===== config.mk =====
export PLATFORM = sky130hd
export DESIGN_NAME = dma_src_addr_gen
export DESIGN_NICKNAME = d
export VERILOG_FILES = /design/src/rtl/dma_src_pkg.sv /design/src/rtl/dma_src_regs.sv /design/src/rtl/dma_src_chan.sv /design/src/rtl/dma_src_addr_gen.sv
export SDC_FILE = /design/constraint.sdc
export NUM_CORES = 1
export LEC_CHECK = 0
export BUFFER_PORTS_ARGS = -buffer_cell sky130_fd_sc_hd__buf_2
export CAP_MARGIN = 20
export CORE_MARGIN = 1.5
export CORE_UTILIZATION = 65
export DETAILED_ROUTE_END_ITERATION = 6
export HOLD_SLACK_MARGIN = 0.08
export MAX_ROUTING_LAYER = met4
export PLACE_DENSITY = 0.87
export SYNTH_ARGS = -nofsm -noshare
export SYNTH_HDL_FRONTEND = slang
export SYNTH_HIERARCHICAL = 1
export SYNTH_SLANG_ARGS = --single-unit

===== constraint.sdc =====
create_clock -name clk -period 6.9 [get_ports clk]
set_clock_uncertainty 0.2 [all_clocks]
set_input_delay 0.69 -clock clk [delete_from_list [all_inputs] [get_ports clk]]
set_output_delay 0.69 -clock clk [all_outputs]
set_load 0.02 [all_outputs]

===== src/rtl/dma_src_pkg.sv =====
`timescale 1ns/1ps
package dma_src_pkg;

  typedef enum logic [1:0] {
    SZ_BYTE = 2'b00,
    SZ_HALF = 2'b01,
    SZ_WORD = 2'b10,
    SZ_RSVD = 2'b11
  } xfer_size_e;

  localparam int          OFF_W     = 6;
  localparam logic [5:0]  OFF_START = 6'h00;
  localparam logic [5:0]  OFF_CTRL  = 6'h04;
  localparam int          CTRL_W    = 2;

  // Byte step for one beat; the reserved code behaves as a word.
  function automatic logic [2:0] size_step(input logic [1:0] sz);
    case (xfer_size_e'(sz))
      SZ_BYTE: size_step = 3'd1;
      SZ_HALF: size_step = 3'd2;
      default: size_step = 3'd4;
    endcase
  endfunction

endpackage


===== src/rtl/dma_src_regs.sv =====
`timescale 1ns/1ps
module dma_src_regs
  import dma_src_pkg::*;
#(
  parameter int NUM_CH = 4,
  parameter int ADDR_W = 31,
  localparam int CH_W  = $clog2(NUM_CH),
  localparam int RA_W  = CH_W + OFF_W
) (
  input  logic                       clk,
  input  logic                       rst_n,
  input  logic                       wr_en,
  input  logic [RA_W-1:0]            addr,
  input  logic [31:0]                wdata,
  output logic [31:0]                rdata,
  output logic [NUM_CH*ADDR_W-1:0]   start_o,
  output logic [NUM_CH*CTRL_W-1:0]   ctrl_o
);

  logic [ADDR_W-1:0] start_q [NUM_CH];
  logic [CTRL_W-1:0] ctrl_q  [NUM_CH];
  logic [CH_W-1:0]   sel_ch;
  logic [OFF_W-1:0]  sel_off;
  logic              unused_wbits;

  assign sel_ch       = addr[RA_W-1:OFF_W];
  assign sel_off      = addr[OFF_W-1:0];
  assign unused_wbits = ^wdata[31:ADDR_W];

  for (genvar c = 0; c < NUM_CH; c++) begin : g_ch
    always_ff @(posedge clk or negedge rst_n) begin
      if (!rst_n) begin
        start_q[c] <= '0;
        ctrl_q[c]  <= '0;
      end else if (wr_en && sel_ch == CH_W'(c)) begin
        if (sel_off == OFF_START) start_q[c] <= wdata[ADDR_W-1:0];
        if (sel_off == OFF_CTRL)  ctrl_q[c]  <= wdata[CTRL_W-1:0];
      end
    end
    assign start_o[c*ADDR_W +: ADDR_W] = start_q[c];
    assign ctrl_o[c*CTRL_W +: CTRL_W]  = ctrl_q[c];
  end

  always_comb begin
    case (sel_off)
      OFF_START: rdata = 32'(start_q[sel_ch]);
      OFF_CTRL:  rdata = 32'(ctrl_q[sel_ch]);
      default:   rdata = '0;
    endcase
  end


  undef_write_ignored_chk: assert property (@(posedge clk) disable iff (!rst_n)
    (wr_en && sel_off != OFF_START && sel_off != OFF_CTRL)
      |=> ($stable(start_o) && $stable(ctrl_o)));

endmodule


===== src/rtl/dma_src_chan.sv =====
`timescale 1ns/1ps
module dma_src_chan
  import dma_src_pkg::*;
#(
  parameter int ADDR_W    = 31,
  parameter int BURST_LEN = 4,
  localparam int CNT_W    = $clog2(BURST_LEN)
) (
  input  logic              clk,
  input  logic              rst_n,
  input  logic [ADDR_W-1:0] start_addr,
  input  logic              fixed_mode,
  input  logic              ack,
  input  logic              beat_done,
  input  logic              burst_mode,
  input  logic [1:0]        data_size,
  output logic [ADDR_W-1:0] addr_o
);

  logic [ADDR_W-1:0] cur_q, cur_d, base_q, base_d, step, restore;
  logic [CNT_W-1:0]  cnt_q, cnt_d;
  logic              load, first_beat, last_beat;

  always_comb begin
    step       = ADDR_W'(size_step(data_size));
    load       = (cur_q == '0) && ack;
    first_beat = (cnt_q == '0);
    last_beat  = burst_mode && (cnt_q == CNT_W'(BURST_LEN - 1));
    restore    = first_beat ? cur_q : base_q;
    cur_d      = cur_q;
    base_d     = base_q;
    cnt_d      = cnt_q;
    if (load) begin
      cur_d = start_addr;
      cnt_d = '0;
    end else if (beat_done) begin
      if (burst_mode) begin
        if (first_beat) base_d = cur_q;
        cnt_d = last_beat ? '0 : cnt_q + 1'b1;
      end else begin
        cnt_d = '0;
      end
      if (!fixed_mode)                    cur_d = cur_q + step;
      else if (burst_mode && !last_beat)  cur_d = cur_q + step;
      else if (burst_mode)                cur_d = restore;
    end
  end

  always_ff @(posedge clk or negedge rst_n) begin
    if (!rst_n) begin
      cur_q  <= '0;
      base_q <= '0;
      cnt_q  <= '0;
    end else begin
      cur_q  <= cur_d;
      base_q <= base_d;
      cnt_q  <= cnt_d;
    end
  end

  assign addr_o = cur_q;


  start_load_chk: assert property (@(posedge clk) disable iff (!rst_n)
    (addr_o == '0 && ack) |=> (addr_o == $past(start_addr)));


  incr_step_chk: assert property (@(posedge clk) disable iff (!rst_n)
    (beat_done && !fixed_mode && addr_o != '0)
      |=> (addr_o == $past(addr_o) + ADDR_W'(size_step($past(data_size)))));


  fixed_single_hold_chk: assert property (@(posedge clk) disable iff (!rst_n)
    (beat_done && fixed_mode && !burst_mode && addr_o != '0) |=> $stable(addr_o));


  fixed_burst_restore_chk: assert property (@(posedge clk) disable iff (!rst_n)
    (beat_done && !load && fixed_mode && last_beat) |=> (addr_o == $past(base_q)));

endmodule


===== src/rtl/dma_src_addr_gen.sv =====
`timescale 1ns/1ps
module dma_src_addr_gen
  import dma_src_pkg::*;
#(
  parameter int NUM_CH    = 4,
  parameter int ADDR_W    = 31,
  parameter int BURST_LEN = 4,
  localparam int CH_W     = $clog2(NUM_CH),
  localparam int RA_W     = CH_W + OFF_W
) (
  input  logic                     clk,
  input  logic                     rst_n,
  input  logic                     reg_wr,
  input  logic [RA_W-1:0]          reg_addr,
  input  logic [31:0]              reg_wdata,
  output logic [31:0]              reg_rdata,
  input  logic [NUM_CH-1:0]        dma_ack,
  input  logic [NUM_CH-1:0]        beat_done,
  input  logic [NUM_CH-1:0]        burst_mode,
  input  logic [2*NUM_CH-1:0]      data_size,
  output logic [NUM_CH*ADDR_W-1:0] src_addr,
  output logic [NUM_CH-1:0]        src_on_periph
);

  logic [NUM_CH*ADDR_W-1:0] start_flat;
  logic [NUM_CH*CTRL_W-1:0] ctrl_flat;

  dma_src_regs #(.NUM_CH(NUM_CH), .ADDR_W(ADDR_W)) u_regs (
    .clk     (clk),
    .rst_n   (rst_n),
    .wr_en   (reg_wr),
    .addr    (reg_addr),
    .wdata   (reg_wdata),
    .rdata   (reg_rdata),
    .start_o (start_flat),
    .ctrl_o  (ctrl_flat)
  );

  for (genvar c = 0; c < NUM_CH; c++) begin : g_chan
    dma_src_chan #(.ADDR_W(ADDR_W), .BURST_LEN(BURST_LEN)) u_chan (
      .clk        (clk),
      .rst_n      (rst_n),
      .start_addr (start_flat[c*ADDR_W +: ADDR_W]),
      .fixed_mode (ctrl_flat[c*CTRL_W]),
      .ack        (dma_ack[c]),
      .beat_done  (beat_done[c]),
      .burst_mode (burst_mode[c]),
      .data_size  (data_size[2*c +: 2]),
      .addr_o     (src_addr[c*ADDR_W +: ADDR_W])
    );
    assign src_on_periph[c] = ctrl_flat[c*CTRL_W + 1];
  end


  bus_sel_follows_ctrl_chk: assert property (@(posedge clk) disable iff (!rst_n)
    (reg_wr && reg_addr[OFF_W-1:0] == OFF_CTRL)
      |=> (src_on_periph[$past(reg_addr[RA_W-1:OFF_W])] == $past(reg_wdata[1])));

endmodule


==> results of run 1 <==
-- logic make-up (layout without fill, tap and decap cells) --
kind of cell,Yosys count,in the layout
and+or+nand+nor,651,651
DFF,388,388
buffers and inverters,195,360
other,1,11
xor gates and xnor gates,23,23
AOI/OAI and AO/OA,491,491
adders and majority gates,24,24
muxes,306,306
-- worst max-delay path, cell delays in order, from the launching register on --
cell      delay [ns]
dfrtp_1         0.38
inv_1           0.09
ha_1            0.68
clkinv_1        0.57
nand3_1         0.79
nor2_1          0.31
a221oi_1        0.35
o21ai_1         0.16
o21a_1          0.13
-- layer usage --
| metal | up-vias | track usage [%] |
|---|---|---|
| met1 | 9558 | 54.5 |
| met5 | - | - |
| li1 | 8121 | - |
| met3 | 286 | 8.73 |
| met2 | 1425 | 63.5 |
| met4 | 0 | 23.4 |
-- power groups by stage --
stage / clock network, uW / registers [uW] / logic, uW
finish: 2400 / 3350 / 1870
CTS: 2410 / 3320 / 1850
global placement: 0 / 3320 / 1760
floorplan: 0 / 3300 / 1180
global route: 2500 / 3400 / 2040
detailed placement: 0 / 3350 / 1820
-- registers in the layout, indices dropped and copies added, names as in the netlist --
| name | cells |
|---|---|
| u_regs/ctrl_o | 8 |
| g_chan.u_chan/base_q | 124 |
| g_chan.u_chan/cnt_q | 8 |
| g_chan.u_chan/addr_o | 124 |
| u_regs/start_o | 124 |
-- layout by cell type, fill, tap and decap left out, drive strengths merged, types with 11 or more instances in the layout --
master  synthesis  final
dfrtp         388    388
mux2          254    254
buf            67    251
nand2         163    163
nor2          131    131
o21ai         118    118
a21oi         105    105
nand3          58     58
and3           53     53
clkbuf         92     49
nor4           44     44
nand4          43     43
nor3           42     42
and2           41     41
inv            32     35
mux4           33     33
a211oi         31     31
a31oi          28     28
o22ai          28     28
ha             20     20
mux2i          19     19
o211ai         18     18
a221o          15     15
and4           15     15
nand2b         14     14
clkinv          4     14
o221ai         13     13
a21o           13     13
xor2           12     12
xnor2          11     11
nor2b          11     11
-- cell type report --
type	instances	share of cell area, %
inverters	36	0.553
repair buffers	252	5.84
flip-flops and latches	388	39.7
clock inverters	23	1.31
diodes	10	0.102
multi-input cells	1496	45.5
well taps	442	2.26
clock buffers	49	4.66
-- timing repair --
item / 4_1_cts / 5_1_grt
setup endpoints to repair: 0 / 0
endpoints found under the hold margin: 67 / 0
hold buffers: 1 / 0
-- per-stage QoR --
step / std cells / instance area [um^2] / worst slack [ns]
3_5_place_dp: 2611 / 22900 / 3.16
4_1_cts: 2684 / 24300 / 3.23
6_report: 2696 / 24400 / 3.13
5_1_grt: 2695 / 24400 / 2.86
2_1_floorplan: 2079 / 21700 / 3.96
3_3_place_gp: 2610 / 22900 / 3.13
-- worst paths after layout --
| kind | endpoint | slack, ns | cells past startpoint |
|---|---|---|---|
| min in group asynchronous | g_chan[0].u_chan/base_q[2]$_DFFE_PN0P_ | 0.51 | 2 |
| worst min register to register | g_chan[3].u_chan/base_q[1]$_DFFE_PN0P_ | 0.29 | 2 |
| max in group asynchronous | g_chan[3].u_chan/base_q[18]$_DFFE_PN0P_ | 4.57 | 3 |
| worst max-delay path | g_chan[1].u_chan/addr_o[24]$_DFFE_PN0P_ | 3.13 | 8 |
| worst max register to register | g_chan[1].u_chan/addr_o[24]$_DFFE_PN0P_ | 3.13 | 8 |
| worst min-delay path | u_regs/start_o[37]$_DFFE_PN0P_ | 0.24 | 2 |
==> flow_summary.ini, run 1 <==
[worst_hold_path]
worst_hold_startpoint = reg_wdata[6]
hp-class = input port to flip-flop

[global_route]
overflow = 0
antenna_found_initial = 9
grt_pass1_wl_um = 109000
grt_max_degree = 185
grt_pass1_vias = 18400
grt_usage_pct = 42.5

[placed_design]
gp_congestion = 0.961
io_buffers = 220
hpwl_um = 47200

[layout]
syn_to_final_growth_pct = 12.4
drive_gt1_share_pct = 28.9
nFillCells = 2235
seq_area_um2 = 9710
final_util_pct = 74.7
multi_input_area_um2 = 11100
nNetsFinal = 2302

[critical_path]
crit_path_start_kind = flip-flop
timing.critical_path.from = g_chan[1].u_chan/cnt_q[0]$_DFFE_PN0P_
crit_type = flip-flop to flip-flop
arrival_ns = 4.00
required_ns = 7.13
cp_max_fo = 21
regToRegStartpoint = g_chan[1].u_chan/cnt_q[0]$_DFFE_PN0P_
cp-end-kind = flip-flop

[logic_synthesis]
synth_cell_types = 90
synth_top_family_by_area = multiplexers
synth-edff-count = 0
yosysSeqAreaShare_pct = 44.7
ys_seq_elements = 388
synthTopCellsByCount = dfrtp_1, mux2_2, nand2_1
ys_async_sr_fraction_pct = 100
synth-simple-area-share_pct = 16.0
syn_inst = 2079
ys_warn_count = 6
syn_area_um2 = 21700
synth_ff_type = dfrtp_1
yosysMostFrequentCell = dfrtp_1
synth_area_leaders = dfrtp_1, mux2_2, mux4_2
synth.area.mux_share_pct = 17.5
avgSynthCellArea_um2 = 10.5
syn_nets = 2166
synth-adder-area-share_pct = 1.52
synth_xor_area_share_pct = 0.927
yosysTopAreaCell = dfrtp_1
synth.top_cell.area_share_pct = 44.7
synth_compound_gate_area_share_pct = 15.1

[power_and_ir_drop]
cellPowerDensity_nw_per_um2 = 312
leakagePower_uw = 0.0114
clkPwrFrac_pct = 31.4
irDropWorstVdd_mv = 0.267
total_power_uw = 7620
intPower_uw = 4960
p_sw_uw = 2670
seq_power_share_pct = 44.0
pwr-share-comb_pct = 24.6
swShare_pct = 35.0

[timing]
fmax_ghz = 0.266
worst_pin_slew_ns = 1.03
fin_crit_ns = 3.77
hold_slack_ns = 0.243
tns_ns = 0
slew_violations = 0
post-route-period-util_pct = 54.6
rsz0062_at_grt = no
hold_viol_final = 0
relSlewSlack_pct = 31.4
setup_viol_count_final = 0

[detailed_routing]
dr_wl_met2_um = 32100
vias_per_cell = 7.19
drc = 0
drtPass1Iterations = 6
met3WireLength_um = 7910
wl_met1_um = 26600
vias = 19400
drt_wl_total_um = 71100
drt-initial-drc-count = 2659
post_drt_wl_per_cell_um = 26.4
highest_layer = met4
antenna_left = 0

[die]
die_w_um = 186
initial_utilization_pct = 66.5
die_area_um2 = 34500
coreArea_um2 = 32700
fp-row-count = 66
dieHeight_um = 186
boundaryPins = 223

[clock_tree]
cts_htree_levels = 2
cts.clk_slew.worst_paths_ns = 0.06
clkLatencyLatePin_ns = 0.55
cts_buffer_depth = 3
clkSinkCount = 388
cts_tree = done
cts_buffers = 41
cts-root-buf = clkbuf_16
ctsResizeCount = 0
cts_setup_buffers = 0

[status]
status = complete, no violations

[run]
cap_violations = 0
Note: power is estimated with default switching activity, not from simulation.
==> run 2: changes to the inputs <==
CORE_UTILIZATION = 54   (was 65)
PLACE_DENSITY = 0.77   (was 0.87)
clock period = 3.4 ns   (was 6.9 ns; I/O delays follow)
==> flow_summary.ini, run 2 (synthesis gave the netlist of run 1 again) <==
[clock_tree]
cts-root-buf = clkbuf_16
cts_buffers = 43
cts.clk_slew.worst_paths_ns = 0.06
cts_htree_levels = 2
clkLatencyLatePin_ns = 0.57
cts_tree = done
cts_buffer_depth = 3
ctsResizeCount = 0
clkSinkCount = 388

[global_route]
grt_pass1_wl_um = 112000
grt_max_degree = 89
overflow = 0
grt_pass1_vias = 18800
antenna_found_initial = 6
grt_usage_pct = 36.0

[critical_path]
worst-r2r-cell-count = 6
cp_max_fo = 17
required_ns = 3.65
timing.rr.end = g_chan[0].u_chan/cnt_q[1]$_DFFE_PN0P_
regToRegStartpoint = g_chan[0].u_chan/addr_o[9]$_DFFE_PN0P_
cp-end-kind = flip-flop
crit_path_start_kind = flip-flop
crit_type = flip-flop to flip-flop
rrSetupSlack_ns = 0.39
arrival_ns = 3.26

[detailed_routing]
dr_wl_met2_um = 33100
post_drt_wl_per_cell_um = 25.1
drt_wl_total_um = 72200
antenna_left = 0
vias = 19500
vias_per_cell = 6.77
drc = 5
drt-initial-drc-count = 2178
met3WireLength_um = 7540
wl_met1_um = 28100
drtPass1Iterations = 7
highest_layer = met4

[status]
violations = design-rule violations
status = finished, violations left

[timing]
rsz0062_at_grt = no
fin_crit_ns = 3.01
worst_slack_ns = 0.386
fmax_ghz = 0.332
slew_violations = 0
hold_viol_final = 0
setup_viol_count_final = 0
worst_pin_slew_ns = 0.890
tns_ns = 0
relSlewSlack_pct = 40.7
post-route-period-util_pct = 88.7

[run]
cap_violations = 0

[power_and_ir_drop]
irDropWorstVdd_mv = 0.551
intPower_uw = 10400
seq_power_share_pct = 42.6
pwr-share-comb_pct = 25.2
clkPwrFrac_pct = 32.2
leakagePower_uw = 0.0118
swShare_pct = 34.4
cellPowerDensity_nw_per_um2 = 621
total_power_uw = 15800
p_sw_uw = 5430

[die]
die_area_um2 = 41500
dieHeight_um = 204
boundaryPins = 223
initial_utilization_pct = 54.7
coreArea_um2 = 39700
fp-row-count = 73
die_w_um = 204

[placed_design]
io_buffers = 220
gp_congestion = 0.970
hpwl_um = 51200
place_ws_ns = 0.354
post-place-cells = 2745

[layout]
nFillCells = 3128
final_cells = 2874
final_common_cell = dfrtp_1
syn_to_final_growth_pct = 17.1
drive_gt1_share_pct = 29.9
most-common-layout-cells = dfrtp_1, mux2_2, buf_2
nNetsFinal = 2398

[worst_hold_path]
hp-class = input port to flip-flop
min_delay_path_depth = 4
min_to = u_regs/ctrl_o[3]$_DFFE_PN0P_
worst_hold_startpoint = reg_addr[3]
[run 2: changes by cell type in the layout (fill, tap and decap cells not counted), moves of 3 or more]
cell / change
clkinv_4: -3
buf_12: +6
dlygate4sd3_1: +45
clkinv_2: -3
clkbuf_8: +7
buf_16: -3
buf_4: +46
[run 2: worst max-delay path, cell delays in order, from the launching register on]
cell           delay [ns]
dfrtp_1              0.53
nor4_1               0.51
nand4_1              0.21
nor2_2               0.63
buf_12               0.23
a21oi_1              0.05
dlygate4sd3_1        0.55
[run 2: worst max-delay path by stage]
stage                                            from                                       to  slack [ns]  cells after the start
6_report       g_chan[0].u_chan/addr_o[9]$_DFFE_PN0P_    g_chan[0].u_chan/cnt_q[1]$_DFFE_PN0P_        0.39                      6
3_5_place_dp                             data_size[3]  g_chan[1].u_chan/addr_o[26]$_DFFE_PN0P_        0.35                     11
4_1_cts        g_chan[2].u_chan/addr_o[0]$_DFFE_PN0P_  g_chan[2].u_chan/addr_o[30]$_DFFE_PN0P_        0.44                      9
3_3_place_gp                             data_size[5]  g_chan[2].u_chan/addr_o[30]$_DFFE_PN0P_        0.38                     11
2_1_floorplan  g_chan[2].u_chan/addr_o[0]$_DFFE_PN0P_  g_chan[2].u_chan/addr_o[30]$_DFFE_PN0P_        0.72                      9
5_1_grt        g_chan[2].u_chan/addr_o[0]$_DFFE_PN0P_  g_chan[2].u_chan/addr_o[30]$_DFFE_PN0P_        0.20                      9
[run 2: final cells by class]
cell class,instances,area [um^2],share of cell area [%]
Clock inverter,17,285,1.12
Antenna cell,8,20.0,0.0787
Sequential cell,388,9710,38.1
Multi-Input combinational cell,1496,11100,43.7
Timing Repair Buffer,346,2260,8.88
Tap cell,525,657,2.58
Clock buffer,58,1260,4.97
Inverter,36,135,0.531
[run 2: what timing repair did]
action,in CTS,in global routing
hold endpoints to repair,241,0
buffers inserted,0,0
hold buffers,46,0
[run 2: layer usage]
| layer | global-route usage, % | vias to the layer above |
|---|---|---|
| met1 | 47.1 | 9741 |
| met2 | 54.1 | 1206 |
| li1 | - | 8310 |
| met3 | 7.35 | 213 |
| met5 | - | - |
| met4 | 16.2 | 0 |
[run 2: stage by stage]
stage / cell area, um^2 / hold WS [ns] / utilization (%)
after floorplan: 21700 / -0.156 / -
after global placement: 23400 / 0.145 / 58.9
after detailed placement: 23400 / 0.152 / 58.9
after CTS: 25400 / 0.0864 / 64.0
after global routing: 25400 / 0.120 / 64.0
final: 25500 / 0.115 / 64.1
[run 2: power groups by stage]
| stage | clock network (uW) | logic, uW | registers, uW |
|---|---|---|---|
| 6_report | 5090 | 3970 | 6730 |
| 5_1_grt | 5330 | 4310 | 6850 |
| 3_3_place_gp | 0 | 3770 | 6690 |
| 3_5_place_dp | 0 | 3880 | 6750 |
| 4_1_cts | 5140 | 3950 | 6680 |
| 2_1_floorplan | 0 | 2400 | 6700 |
